===== src/rtl/snap_pkg.sv =====
package snap_pkg;
  typedef struct packed {
    logic start;     // latch mask, clear working copy
    logic loadRef;   // capture reference from register 0
    logic loadWork;  // capture a body register at current index
    logic publish;   // copy working set to the output
  } snapCtl_t;
endpackage


===== src/rtl/snap_dp.sv =====
module snap_dp
  import snap_pkg::*;
#(
  parameter int NUM_REGS = 13,
  parameter int DIG_W    = 4,
  parameter int IDX_W    = 4
) (
  input  logic                      clk,
  input  logic                      rst_n,
  input  snapCtl_t                  ctl,
  input  logic [IDX_W-1:0]          idx,
  input  logic [NUM_REGS-1:0]       selMask,
  input  logic [DIG_W-1:0]          rdData,
  output logic                      curSel,
  output logic                      match,
  output logic [NUM_REGS*DIG_W-1:0] snapOut
);
  localparam int PAD = 1 << IDX_W;

  logic [NUM_REGS-1:0]       maskReg;
  logic [DIG_W-1:0]          refReg;
  logic [NUM_REGS*DIG_W-1:0] work;
  logic [PAD-1:0]            maskPad;

  assign maskPad = PAD'(maskReg);
  assign curSel  = maskPad[idx];
  assign match   = (rdData == refReg);

  always_ff @(posedge clk or negedge rst_n) begin
    if (!rst_n) begin
      maskReg <= '0;
      refReg  <= '0;
    end else begin
      if (ctl.start)   maskReg <= selMask;
      if (ctl.loadRef) refReg  <= rdData;
    end
  end

  // field 0 follows the reference; others load on their own index
  generate
    for (genvar g = 0; g < NUM_REGS; g++) begin : g_field
      always_ff @(posedge clk or negedge rst_n) begin
        if (!rst_n)
          work[g*DIG_W +: DIG_W] <= '0;
        else if (ctl.start)
          work[g*DIG_W +: DIG_W] <= '0;
        else if ((g == 0) ? ctl.loadRef : (ctl.loadWork && idx == IDX_W'(g)))
          work[g*DIG_W +: DIG_W] <= rdData;
      end
    end
  endgenerate

  always_ff @(posedge clk or negedge rst_n) begin
    if (!rst_n)           snapOut <= '0;
    else if (ctl.publish) snapOut <= work;
  end

  // a published field 0 always equals the reference it was compared to
  a_r5_pub_ref: assert property (@(posedge clk) disable iff (!rst_n)
    ctl.publish |=> snapOut[DIG_W-1:0] == $past(refReg));
  // output changes only on a publish strobe
  a_r8_hold: assert property (@(posedge clk) disable iff (!rst_n)
    !ctl.publish |=> $stable(snapOut));
endmodule


===== src/rtl/snap_ctrl.sv =====
module snap_ctrl
  import snap_pkg::*;
#(
  parameter int NUM_REGS  = 13,
  parameter int MAX_TRIES = 4,
  parameter int IDX_W     = 4
) (
  input  logic             clk,
  input  logic             rst_n,
  input  logic             req,
  input  logic             curSel,
  input  logic             match,
  input  logic             rdReady,
  output snapCtl_t         ctl,
  output logic [IDX_W-1:0] idx,
  output logic [IDX_W-1:0] rdAddr,
  output logic             rdStrobe,
  output logic             done,
  output logic             err
);
  localparam int TRY_W = $clog2(MAX_TRIES + 1);
  localparam logic [IDX_W-1:0] LAST = IDX_W'(NUM_REGS - 1);

  typedef enum logic [1:0] {S_IDLE, S_REF, S_BODY, S_CHK} state_t;
  state_t state, nxtState;
  logic [TRY_W-1:0] tries;
  logic             xfer;

  assign rdAddr   = (state == S_BODY) ? idx : '0;
  assign rdStrobe = (state == S_REF) || (state == S_CHK) || (state == S_BODY && curSel);
  assign xfer     = rdStrobe && rdReady;

  always_comb begin
    ctl      = '0;
    nxtState = state;
    unique case (state)
      S_IDLE: if (req) begin ctl.start = 1'b1; nxtState = S_REF; end
      S_REF:  if (xfer) begin ctl.loadRef = 1'b1; nxtState = S_BODY; end
      S_BODY: begin
        ctl.loadWork = xfer;
        if ((!curSel || rdReady) && idx == LAST) nxtState = S_CHK;
      end
      S_CHK: if (xfer) begin
        if (match) begin ctl.publish = 1'b1; nxtState = S_IDLE; end
        else if (tries == TRY_W'(MAX_TRIES)) nxtState = S_IDLE;
        else begin ctl.loadRef = 1'b1; nxtState = S_BODY; end
      end
      default: nxtState = S_IDLE;
    endcase
  end

  always_ff @(posedge clk or negedge rst_n) begin
    if (!rst_n) begin
      state <= S_IDLE;
      idx   <= '0;
      tries <= '0;
      done  <= 1'b0;
      err   <= 1'b0;
    end else begin
      state <= nxtState;
      done  <= 1'b0;
      if (ctl.start) begin
        tries <= TRY_W'(1);
        err   <= 1'b0;
      end
      if (ctl.loadRef) idx <= IDX_W'(1);
      if (state == S_BODY && (!curSel || rdReady) && idx != LAST) idx <= idx + 1'b1;
      if (state == S_CHK && xfer) begin
        if (match) done <= 1'b1;
        else if (tries == TRY_W'(MAX_TRIES)) begin done <= 1'b1; err <= 1'b1; end
        else tries <= tries + 1'b1;
      end
    end
  end

  // a pending read keeps its strobe and address
  a_r6_strobe_hold: assert property (@(posedge clk) disable iff (!rst_n)
    rdStrobe && !rdReady |=> rdStrobe && $stable(rdAddr));
  // done is a single-cycle pulse
  a_r9_done_pulse: assert property (@(posedge clk) disable iff (!rst_n)
    done |=> !done);
  // error only after the cap, and pass count never exceeds it
  a_r7_err_cap: assert property (@(posedge clk) disable iff (!rst_n)
    $rose(err) |-> tries == TRY_W'(MAX_TRIES));
  a_r7_tries_max: assert property (@(posedge clk) disable iff (!rst_n)
    tries <= TRY_W'(MAX_TRIES));
  // a clean finish follows a matching closing read
  a_r4_done_match: assert property (@(posedge clk) disable iff (!rst_n)
    done && !err |-> $past(match) && $past(rdReady));
endmodule


===== src/rtl/coherent_snap.sv =====
module coherent_snap
  import snap_pkg::*;
#(
  parameter int NUM_REGS  = 13,
  parameter int MAX_TRIES = 4,
  parameter int DIG_W     = 4,
  parameter int IDX_W     = $clog2(NUM_REGS)
) (
  input  logic                      clk,
  input  logic                      rst_n,
  input  logic                      req,
  input  logic [NUM_REGS-1:0]       selMask,
  output logic                      done,
  output logic                      err,
  output logic [NUM_REGS*DIG_W-1:0] snapshot,
  output logic [IDX_W-1:0]          rdAddr,
  output logic                      rdStrobe,
  input  logic [DIG_W-1:0]          rdData,
  input  logic                      rdReady
);
  snapCtl_t         ctl;
  logic [IDX_W-1:0] idx;
  logic             curSel;
  logic             match;

  snap_ctrl #(.NUM_REGS(NUM_REGS), .MAX_TRIES(MAX_TRIES), .IDX_W(IDX_W)) u_ctrl (
    .clk(clk), .rst_n(rst_n), .req(req), .curSel(curSel), .match(match),
    .rdReady(rdReady), .ctl(ctl), .idx(idx), .rdAddr(rdAddr),
    .rdStrobe(rdStrobe), .done(done), .err(err));

  snap_dp #(.NUM_REGS(NUM_REGS), .DIG_W(DIG_W), .IDX_W(IDX_W)) u_dp (
    .clk(clk), .rst_n(rst_n), .ctl(ctl), .idx(idx), .selMask(selMask),
    .rdData(rdData), .curSel(curSel), .match(match), .snapOut(snapshot));
endmodule


===== config.mk =====
export PLATFORM = sky130hd
export DESIGN_NAME = coherent_snap
export DESIGN_NICKNAME = d
export VERILOG_FILES = /design/src/rtl/snap_pkg.sv /design/src/rtl/snap_dp.sv /design/src/rtl/snap_ctrl.sv /design/src/rtl/coherent_snap.sv
export SDC_FILE = /design/constraint.sdc
export NUM_CORES = 1
export LEC_CHECK = 0
export ABC_CLOCK_PERIOD_IN_PS = 4780
export BUFFER_PORTS_ARGS = -buffer_cell sky130_fd_sc_hd__buf_2
export CELL_PAD_IN_SITES_DETAIL_PLACEMENT = 2
export CELL_PAD_IN_SITES_GLOBAL_PLACEMENT = 2
export CORE_ASPECT_RATIO = 1.5
export CORE_MARGIN = 1
export CORE_UTILIZATION = 40
export DETAILED_ROUTE_END_ITERATION = 10
export GPL_TIMING_DRIVEN = 0
export PLACE_DENSITY = 0.92
export SLEW_MARGIN = 20
export SYNTH_ARGS = -nofsm -noshare
export SYNTH_HDL_FRONTEND = slang
export SYNTH_SLANG_ARGS = --single-unit

===== constraint.sdc =====
create_clock -name clk -period 4.78 [get_ports clk]
set_input_delay 0.478 -clock clk [delete_from_list [all_inputs] [get_ports clk]]
set_output_delay 0.478 -clock clk [all_outputs]
set_load 0.01 [all_outputs]

Word-level counts from Yosys, hierarchy flattened:

Index checks and enable logic that the tools add are counted.

* flip-flop bits (word level): 132
* word-level logic and storage cells: 144

* muxes and demuxes: 60
* reduce and logical (&&, ||, !) cells: 38
* magnitude comparators: 1
* add/subtract/negate cells: 2
* equal/unequal tests: 22

Operators by type and width (number)
* 4-bit 2-to-1 mux: 29
* 2-bit nonzero test: 14
* 4-bit equality test, second input constant: 5
* 1-bit logical AND: 18
* 1-bit 2-to-1 mux: 18
* 4-bit by 3-bit equality test with 1-bit output, second input constant: 4
* 2-bit 2-to-1 mux: 6
* 3-bit 2-to-1 mux: 4
* 4-bit by 2-bit equality test with 1-bit output, second input constant: 2
* 2-bit case mux with 4 select lines: 1
* 4-bit by 5-bit < comparator with 1-bit output, second input constant: 1
* 4-bit by 1-bit adder with 4-bit output, second input constant: 1
* 1-bit binary-select mux with 4-bit select: 1
* 2-bit equality test, second input constant: 2
* 4-bit by 1-bit equality test with 1-bit output, second input constant: 1
* 4-bit equality test: 1
* 2-bit by 1-bit != test with 1-bit output, second input constant: 2
* 2-bit != test, second input constant: 2
* 4-bit != test, second input constant: 1
* 4-bit AND reduction: 1
* 3-bit by 1-bit adder with 3-bit output, second input constant: 1
* 3-bit equality test, second input constant: 1
* 1-bit logical OR: 3
* 2-bit by 1-bit equality test with 1-bit output, second input constant: 1
* other kinds (3): 3

Depth between registers and ports, before layout:

Gate-level depths: netlist of run 1.

* depth in word-level cells: 9
* depth in mapped cells: 9
* mapped depth without buffers: 7

Modules after synthesis:

From an unflattened synthesis of run 1, not the netlist that was laid out.

* cells, all modules: 487
* area total of the unflattened synthesis: 5714.2 um2

Modules (own cells, without submodules)
* snap_dp: area an instance 5044.8 um2, cells each 419, instances 1, sequential area each 3027.9 um2
* snap_ctrl: area an instance 669.4 um2, cells each 68, instances 1, sequential area each 275.3 um2

Least setup slack after synthesis of run 1:

No wires, ideal clock.

* kind: reg-to-output
* start: register u_ctrl.idx[0]
* end: output rdStrobe
* cell stages (with the launch flop): 8
* data arrival time: 1.517 ns
* data required time: 4.302 ns
* slack: 2.785 ns
* cells stage by stage: dfrtp_1 > buf_6 > buf_6 > mux2i_1 > o31ai_2 > nor2_1 > nor2_1 > a21o_1

* longest elaborated chain between the ends: 4

RTL lines
* from (decl): line snap_ctrl.sv:15 `output logic [IDX_W-1:0] idx,`
* from (signal assigned): line snap_ctrl.sv:67 `if (state == S_BODY && (!curSel || rdReady) && idx != LAST) idx <= idx + 1'b1;`
* 1-bit binary-select mux with 4-bit select: line snap_dp.sv:26 `assign curSel = maskPad[idx];`
* 1-bit 2-to-1 mux (implied by the code): line snap_dp.sv:26
* 1-bit logical AND: line snap_ctrl.sv:30 `assign rdStrobe = (state == S_REF) || (state == S_CHK) || (state == S_BODY && curSel);`
* 1-bit logical OR: line snap_ctrl.sv:30
* to (decl): line coherent_snap.sv:17 `output logic rdStrobe,`

No other way between the ends. The select of a mux whose other input is x is not followed.

Worst setup path after layout of run 1:

Ends and elaborated chain as after synthesis.

==> reports/qor.yml, run 1 <==
status: "complete, no violations"
final_util_pct: 50.2
die_w_um: 100
syn-num-nets: 503
ir_drop_mv: 0.300
period_share_pct: 60.8
gp_congestion: 0.758
finalHoldViolations: 0
start_util_pct: 41.3
ys_async_sr_fraction_pct: 100
cp_max_fo: 10
drive_gt1_share_pct: 35.8
die-area_um2: 15000
worstPathRequired_ns: 4.30
cts.sinks: 132
hp-class: "in -> reg"
fmax_ghz: 0.344
track_usage_pct: 27.4
worstMarginPinSlew_ns: 0.780
hold_buffers: 1
ios: 80
synth_warnings: 0
grt_max_degree: 103
final.setup_skew_ns: 0.00554
synth_edf_count: 0
cts_tree: "done"
p_per_area_nw_per_um2: 659
vias: 4284
leakage_nw: 3.54
clk_latency_ns: 0.42
layout.nets: 602
root_buffer: "clkbuf_16"
ys_seq_area_share_pct: 56.9
routedWlPerCell_um: 24.2
drc: 0
finalMaxSlewViolations: 0
postSynthCellCount: 476
layout_min_cycle_time_ns: 2.91
synthDistinctLibCells: 50
syn-mean-instance-area_um2: 12.2
std_cell_rows: 53
grt_antenna_before_repair: 0
syn_to_final_growth_pct: 21.6
ys_ff_latch: 132
drt_iter0_markers: 175
dp_cells: 747
finalNonFillerCells: 779
cts_inserted_buffers: 17
crit_arrival_ns: 2.43
setup_viol: 0
hpwl_mm: 11.5
final_common_cell: "dfrtp_1"
post_cts_buffers: 0
slew_headroom_pct: 47.8
grt_pass1_vias: 4920
clockBufferDepth: 2
portBuffers: 78
synthFlopType: "dfrtp_1"
cts_max_level: 4
firstDrtPassIters: 4
path_class: "reg -> out"
syn_area_um2: 5800
vias_per_cell: 5.50
drtAntennaViolNets: 0
routed_wl_mm: 18.8
rsz0062_at_grt: "false"
grt-ovfl-total: 0
cap_violations: 0
dieHeight_um: 150
grt_pass1_wl_mm: 29.8
cts_resized: 0
layout_common_cells: "dfrtp_1, buf_2, mux2_2, nand2_1"
start_kind: "flop"
critPathCaptureType: "output pin"
n_antenna_cell: 0
clkTransAtPathRegs_ns: 0.06
core-area_um2: 14100
tns_ns: 0
## critical path, stage by stage, from the launching register on
cell and delay [ns]:
dfrtp_1 0.42, buf_6 0.16, buf_6 0.16, mux2i_1 0.26
o21ai_1 0.14, nor2_1 0.42, nor2_1 0.12, a21o_1 0.20
buf_2 0.13
## registers in the layout, summed over array words and instances (netlist names)
| register | count |
|---|---|
| u_ctrl.tries | 3 |
| u_dp.snapOut | 52 |
| u_dp.work | 52 |
| u_ctrl.state | 2 |
| u_ctrl.err | 1 |
| u_dp.refReg | 4 |
| u_dp.maskReg | 13 |
| u_ctrl.idx | 4 |
| u_ctrl.done | 1 |
## power by group
group          switching, mW  leakage (nW)  internal (mW)
clock network          0.509         0.283          0.812
logic                  0.871          1.50          0.660
registers              0.292          1.76           1.50
total                   1.67          3.54           2.98
## metal layers
metal  global-route usage, %  vias to the layer above  part of all wire, %
met1                    32.0                     2254                   39
li1                        -                     1862                    -
met5                       0                        -                    0
met4                    13.4                        0                  3.4
met2                    47.9                      121                   54
met3                    4.90                       47                  3.4
## cell type report
| type | count | area (um^2) |
|---|---|---|
| multi-input combinational | 304 | 2290 |
| clock inverter | 11 | 136 |
| clock buffer | 20 | 437 |
| inverter | 7 | 26.3 |
| sequential | 132 | 3300 |
| buffer | 33 | 185 |
| tap | 192 | 240 |
| timing repair buffer | 80 | 438 |
| fill | 1414 | 7000 |
## synthesized netlist by cell type, types with 4 or more instances
| cell type | number | area [um^2] |
|---|---|---|
| dfrtp_1 | 132 | 3300 |
| mux2_2 | 70 | 788 |
| nand2_1 | 47 | 176 |
| a21oi_1 | 39 | 195 |
| nand3_1 | 39 | 195 |
| nor2_1 | 25 | 93.8 |
| mux2i_1 | 20 | 200 |
| clkbuf_1 | 16 | 60.1 |
| buf_2 | 8 | 40.0 |
| ha_1 | 6 | 75.1 |
| inv_1 | 6 | 22.5 |
| nand2_2 | 6 | 37.5 |
| and2_1 | 5 | 31.3 |
| buf_6 | 5 | 56.3 |
| o21ai_0 | 5 | 25.0 |
| a22o_1 | 4 | 35.0 |
| xnor2_1 | 4 | 35.0 |
## cells by family (layout without fill, tap and decap cells)
| family | count (synthesis) | count (layout) | share of synthesized area, % |
|---|---|---|---|
| compound gates | 64 | 64 | 6.92 |
| xor+xnor | 4 | 4 | 0.604 |
| fa+ha+maj | 6 | 6 | 1.29 |
| buf+inv | 40 | 151 | 3.64 |
| flops | 132 | 132 | 56.9 |
| mux | 95 | 95 | 19.0 |
| simple gates | 135 | 135 | 11.6 |
## through the flow
| stage | hold WS (ns) | power (mW) | area, um^2 | worst slack (ns) |
|---|---|---|---|---|
| after floorplan | 0.182 | 2.70 | 5800 | 2.79 |
| after global placement | 0.487 | 3.08 | 6430 | 1.57 |
| after detailed placement | 0.356 | 3.24 | 6470 | 2.13 |
| after CTS | 0.274 | 4.68 | 7050 | 1.86 |
| after global routing | 0.287 | 4.85 | 7050 | 1.73 |
| final | 0.288 | 4.65 | 7050 | 1.87 |
## final timing paths
| kind | from | end | slack, ns | depth (start not counted) |
|---|---|---|---|---|
| worst min register to register | u_dp.snapOut[14]$_DFFE_PN0P_ | u_dp.snapOut[14]$_DFFE_PN0P_ | 0.50 | 1 |
| max in group asynchronous | rst_n | u_dp.work[48]$_DFFE_PN0P_ | 3.46 | 3 |
| min in group asynchronous | rst_n | u_dp.snapOut[6]$_DFFE_PN0P_ | 0.50 | 2 |
| worst max register to register | u_dp.refReg[1]$_DFFE_PN0P_ | u_dp.snapOut[45]$_DFFE_PN0P_ | 2.31 | 5 |
| worst min-delay path | selMask[5] | u_dp.maskReg[5]$_DFFE_PN0P_ | 0.29 | 2 |
| worst max-delay path | u_ctrl.idx[0]$_DFFE_PN0P_ | rdStrobe | 1.87 | 8 |
Note: power is estimated with default switching activity, not from simulation.
==> run 2, diff against run 1 <==
--- a/config.mk
+++ b/config.mk
@@ -5,16 +5,16 @@
 export SDC_FILE = /design/constraint.sdc
 export NUM_CORES = 1
 export LEC_CHECK = 0
-export ABC_CLOCK_PERIOD_IN_PS = 4780
+export ABC_CLOCK_PERIOD_IN_PS = 2790
 export BUFFER_PORTS_ARGS = -buffer_cell sky130_fd_sc_hd__buf_2
 export CELL_PAD_IN_SITES_DETAIL_PLACEMENT = 2
 export CELL_PAD_IN_SITES_GLOBAL_PLACEMENT = 2
 export CORE_ASPECT_RATIO = 1.5
 export CORE_MARGIN = 1
-export CORE_UTILIZATION = 40
+export CORE_UTILIZATION = 38
 export DETAILED_ROUTE_END_ITERATION = 10
 export GPL_TIMING_DRIVEN = 0
-export PLACE_DENSITY = 0.92
+export PLACE_DENSITY = 0.88
 export SLEW_MARGIN = 20
 export SYNTH_ARGS = -nofsm -noshare
 export SYNTH_HDL_FRONTEND = slang
==> constraint.sdc (replaced) <==
create_clock -name clk -period 2.79 [get_ports clk]
set_input_delay 0.279 -clock clk [delete_from_list [all_inputs] [get_ports clk]]
set_output_delay 0.279 -clock clk [all_outputs]
set_load 0.01 [all_outputs]
==> reports/qor.yml, run 2 (synthesized netlist as in run 1, its figures left out) <==
place_area_um2: 6480
slew_headroom_pct: 49.8
cts.sinks: 132
ir_drop_mv: 0.493
vias_per_cell: 5.36
cts_max_level: 4
start_kind: "flop"
leakage_nw: 3.54
grt_antenna_before_repair: 0
layout_min_cycle_time_ns: 2.59
dp_cells: 754
gp_congestion: 0.798
crit_arrival_ns: 2.31
final_common_cell: "dfrtp_1"
reg2reg_depth: 5
r2r_start: "u_ctrl.state[0]$_DFFE_PN0P_"
setup_slack_ns: 0.204
drtAntennaViolNets: 0
grt_pass1_wl_mm: 29.1
hpwl_mm: 11.8
grt-ovfl-total: 0
die_w_um: 103
std_cell_rows: 55
worstHoldStart: "selMask[12]"
finalHoldViolations: 0
stdcell_area_um2: 7070
period_share_pct: 92.7
pre_cts_slack_ns: 0.284
worstMarginPinSlew_ns: 0.750
routedWlPerCell_um: 23.7
drt_iter0_markers: 152
reg2reg_slack_ns: 0.35
syn_to_final_growth_pct: 21.8
fmax_ghz: 0.387
routed_wl_mm: 18.6
rr_endpoint: "u_dp.snapOut[44]$_DFFE_PN0P_"
critPathCaptureType: "output pin"
firstDrtPassIters: 4
hp-class: "in -> reg"
cap_violations: 0
total_power_mw: 7.92
path_class: "reg -> out"
min_to: "u_dp.maskReg[12]$_DFFE_PN0P_"
p_per_area_nw_per_um2: 1120
cts_tree: "done"
rsz0062_at_grt: "false"
layout_common_cells: "dfrtp_1, buf_2, mux2_2, nand2_1"
clockBufferDepth: 2
cp_max_fo: 10
track_usage_pct: 25.4
clk_latency_ns: 0.42
seq_area_um2: 3300
finalMaxSlewViolations: 0
worstPathRequired_ns: 2.51
hold-path-cell-count: 2
core-area_um2: 15000
root_buffer: "clkbuf_16"
drc: 0
vias: 4222
finalNonFillerCells: 787
cts_inserted_buffers: 17
portBuffers: 78
ios: 80
final_util_pct: 47.1
grt_pass1_vias: 4924
drive_gt1_share_pct: 36.4
status: "complete, no violations"
clkTransAtPathRegs_ns: 0.06
layout.nets: 602
dieHeight_um: 153
start_util_pct: 38.7
top_regs: "u_dp.snapOut: 52 flops, u_dp.work: 52 flops, u_dp.maskReg: 13 flops"
multi_input_area_um2: 2290
fillers: 1574
setup_viol: 0
n_antenna_cell: 0
final.setup_skew_ns: 0.00900
grt_max_degree: 89
die-area_um2: 15800
-- run 2: metrics by stage --
step	hold slack, ns	setup TNS (ns)
after global routing	0.0837	0
after detailed placement	0.206	0
after CTS	0.0811	0
final	0.0845	0
after global placement	0.486	-30.13
after floorplan	-0.0166	0
-- run 2: worst max-delay path: stages, from the launching register on --
cell and delay, ns:
dfrtp_1 0.43, buf_6 0.17, buf_6 0.16, mux2i_1 0.29, o21ai_1 0.15, nor2_2 0.27, nor2_1 0.09, a21o_1 0.19
buf_2 0.13
-- run 2: area by class of cell --
cell class / count / share of cell area, %
clock inverters: 13 / 1.91
flip-flops and latches: 132 / 46.7
well taps: 199 / 3.52
inverters: 7 / 0.372
clock buffers: 19 / 6.26
repair buffers: 80 / 6.19
plain buffers: 33 / 2.62
multi-input cells: 304 / 32.4
-- run 2: worst max-delay path by stage --
stage                                         start                           end  slack, ns  depth (start not counted)
final                     u_ctrl.idx[0]$_DFFE_PN0P_                      rdStrobe       0.20                          8
after floorplan           u_ctrl.idx[0]$_DFFE_PN0P_     u_ctrl.idx[1]$_DFFE_PN0P_       0.88                          6
after global placement                        rst_n  u_dp.snapOut[36]$_DFFE_PN0P_      -0.24                          1
after CTS                 u_ctrl.idx[0]$_DFFE_PN0P_                      rdStrobe       0.09                          8
after detailed placement                  rdData[0]  u_dp.snapOut[44]$_DFFE_PN0P_       0.28                          6
after global routing      u_ctrl.idx[0]$_DFFE_PN0P_                      rdStrobe       0.06                          8
-- run 2: repair_timing --
item / in CTS / in global routing
gates resized for setup: 0 / 1
buffers inserted: 0 / 0
setup endpoints to repair: 0 / 1
endpoints found under the hold margin: 44 / 0
hold buffers: 1 / 0
-- run 2: metal layers --
layer	global-route usage (%)	part of all wire [%]	vias up	wire (um)
met4	9.93	3.2	0	588
met2	45.4	55	95	10300
met1	29.3	39	2230	7280
met5	0	0	-	0
li1	-	-	1862	-
met3	4.76	2.3	35	426
-- run 2: power breakdown --
part	leakage [nW]	switching (mW)	internal, mW
clock	0.282	0.907	1.33
sequential	1.76	0.504	2.58
combinational	1.50	1.47	1.13
total	3.54	2.88	5.04
==> run 3, diff against run 2 <==
--- a/config.mk
+++ b/config.mk
@@ -9,12 +9,12 @@
 export BUFFER_PORTS_ARGS = -buffer_cell sky130_fd_sc_hd__buf_2
 export CELL_PAD_IN_SITES_DETAIL_PLACEMENT = 2
 export CELL_PAD_IN_SITES_GLOBAL_PLACEMENT = 2
-export CORE_ASPECT_RATIO = 1.5
+export CORE_ASPECT_RATIO = 0.7
 export CORE_MARGIN = 1
 export CORE_UTILIZATION = 38
 export DETAILED_ROUTE_END_ITERATION = 10
 export GPL_TIMING_DRIVEN = 0
-export PLACE_DENSITY = 0.88
+export PLACE_DENSITY_LB_ADDON = 0.1
 export SLEW_MARGIN = 20
 export SYNTH_ARGS = -nofsm -noshare
 export SYNTH_HDL_FRONTEND = slang
==> reports/qor.yml, run 3 (synthesized netlist as in run 1, its figures left out) <==
status: "complete, no violations"
period_share_pct: 93.0
ir_drop_mv: 0.406
endpoint: "rdStrobe"
cts_inserted_buffers: 17
grt-ovfl-total: 0
ios: 80
routed_wl_mm: 16.2
syn_to_final_growth_pct: 21.8
dieHeight_um: 105
critPathTopFamily: "simple AND/OR/NAND/NOR gates"
cts_resized: 0
die-area_um2: 15800
cp_max_fo: 10
drc: 0
clk_latency_ns: 0.42
std_cell_rows: 37
r2r_start: "u_ctrl.state[0]$_DFFE_PN0P_"
hpwl_mm: 11.1
critPathCaptureType: "output pin"
seq_area_um2: 3300
start_kind: "flop"
grt_max_degree: 79
place_area_um2: 6470
reg2reg_slack_ns: 0.39
clockBufferDepth: 2
portBuffers: 78
root_buffer: "clkbuf_16"
final_common_cell: "dfrtp_1"
layout_common_cells: "dfrtp_1, buf_2, mux2_2, nand2_1"
tns_ns: 0
reg2reg_depth: 5
path_buf_inv: 3
worstMarginPinSlew_ns: 0.746
cts_max_level: 4
cts.sinks: 132
top_regs: "u_dp.snapOut: 52 flops, u_dp.work: 52 flops, u_dp.maskReg: 13 flops"
vias: 4094
crit_arrival_ns: 2.32
firstDrtPassIters: 4
max_stage_delay_ns: 0.40
multi_input_area_um2: 2290
gp_congestion: 0.790
leakage_nw: 3.55
hp-class: "in -> reg"
rr_endpoint: "u_dp.snapOut[3]$_DFFE_PN0P_"
crit_path_top_delay_cell: "dfrtp_1"
drtAntennaViolNets: 0
crit_chain: "buf_6 > buf_6 > mux2i_1 > o21ai_1 > nor2_1 > nor2_1 > a21o_1 > buf_2"
grt_pass1_wl_mm: 26.3
p_per_area_nw_per_um2: 1100
routedWlPerCell_um: 20.8
worstSetupStartpoint: "u_ctrl.idx[0]$_DFFE_PN0P_"
finalMaxSlewViolations: 0
final.setup_skew_ns: 0.00809
fillers: 1517
post_cts_buffers: 0
path_depth: 8
n_antenna_cell: 0
grt_pass1_vias: 4596
vias_per_cell: 5.26
track_usage_pct: 22.6
core-area_um2: 14800
slew_headroom_pct: 50.1
clkTransAtPathRegs_ns: 0.06
grt_antenna_before_repair: 0
die_w_um: 150
cap_violations: 0
path_class: "reg -> out"
drive_gt1_share_pct: 35.3
rsz0062_at_grt: "false"
cts_tree: "done"
drt_iter0_markers: 160
stdcell_area_um2: 7070
start_util_pct: 39.2
fmax_ghz: 0.385
layout.nets: 602
layout_min_cycle_time_ns: 2.59
setup_viol: 0
finalHoldViolations: 0
worstPathRequired_ns: 2.51
-- run 3: through the flow --
step           hold slack (ns)  setup slack, ns  util, %  total power [mW]  instances
5_1_grt                 0.0756          0.00853     47.7              8.23        779
3_5_place_dp             0.320            0.349     43.7              5.50        750
6_report                0.0882            0.195     47.7              7.78        779
4_1_cts                 0.0756            0.139     47.7              7.88        779
3_3_place_gp             0.481           -0.400     43.5              5.31        749
2_1_floorplan          -0.0166            0.883        -              4.62        476
-- run 3: final cells by class --
type | instances | area share [%]
Multi-Input combinational cell | 304 | 32.4
Tap cell | 195 | 3.45
Timing Repair Buffer | 80 | 6.19
Clock inverter | 6 | 1.84
Clock buffer | 22 | 6.42
Buffer | 33 | 2.62
Sequential cell | 132 | 46.7
Inverter | 7 | 0.372
-- run 3: layer usage --
layer / track usage (%) / share of wire (%)
met1: 30.1 / 47
met2: 36.7 / 48
met3: 4.81 / 3.5
met4: 7.07 / 1.0
met5: 0 / 0
-- run 3: how the worst min path moves through the flow --
stage,cells after the start,startpoint,end,slack (ns)
detailed placement,1,rst_n,u_dp.snapOut[3]$_DFFE_PN0P_,0.32
finish,2,selMask[7],u_dp.maskReg[7]$_DFFE_PN0P_,0.09
global route,2,selMask[8],u_dp.maskReg[8]$_DFFE_PN0P_,0.08
global placement,1,u_dp.work[3]$_DFFE_PN0P_,u_dp.work[3]$_DFFE_PN0P_,0.48
CTS,2,selMask[7],u_dp.maskReg[7]$_DFFE_PN0P_,0.08
floorplan,0,rst_n,u_ctrl.done$_DFF_PN0_,-0.02
-- run 3: repair_timing --
| action | CTS | global route |
|---|---|---|
| endpoints found under the setup margin | 0 | 0 |
| hold buffers | 1 | 0 |
| endpoints found under the hold margin | 77 | 0 |
-- run 3: where the power goes --
group,internal (mW),switching [mW],total [mW]
sequential,2.58,0.467,3.04
clock,1.50,0.803,2.30
combinational,1.13,1.31,2.44
total,5.20,2.58,7.78
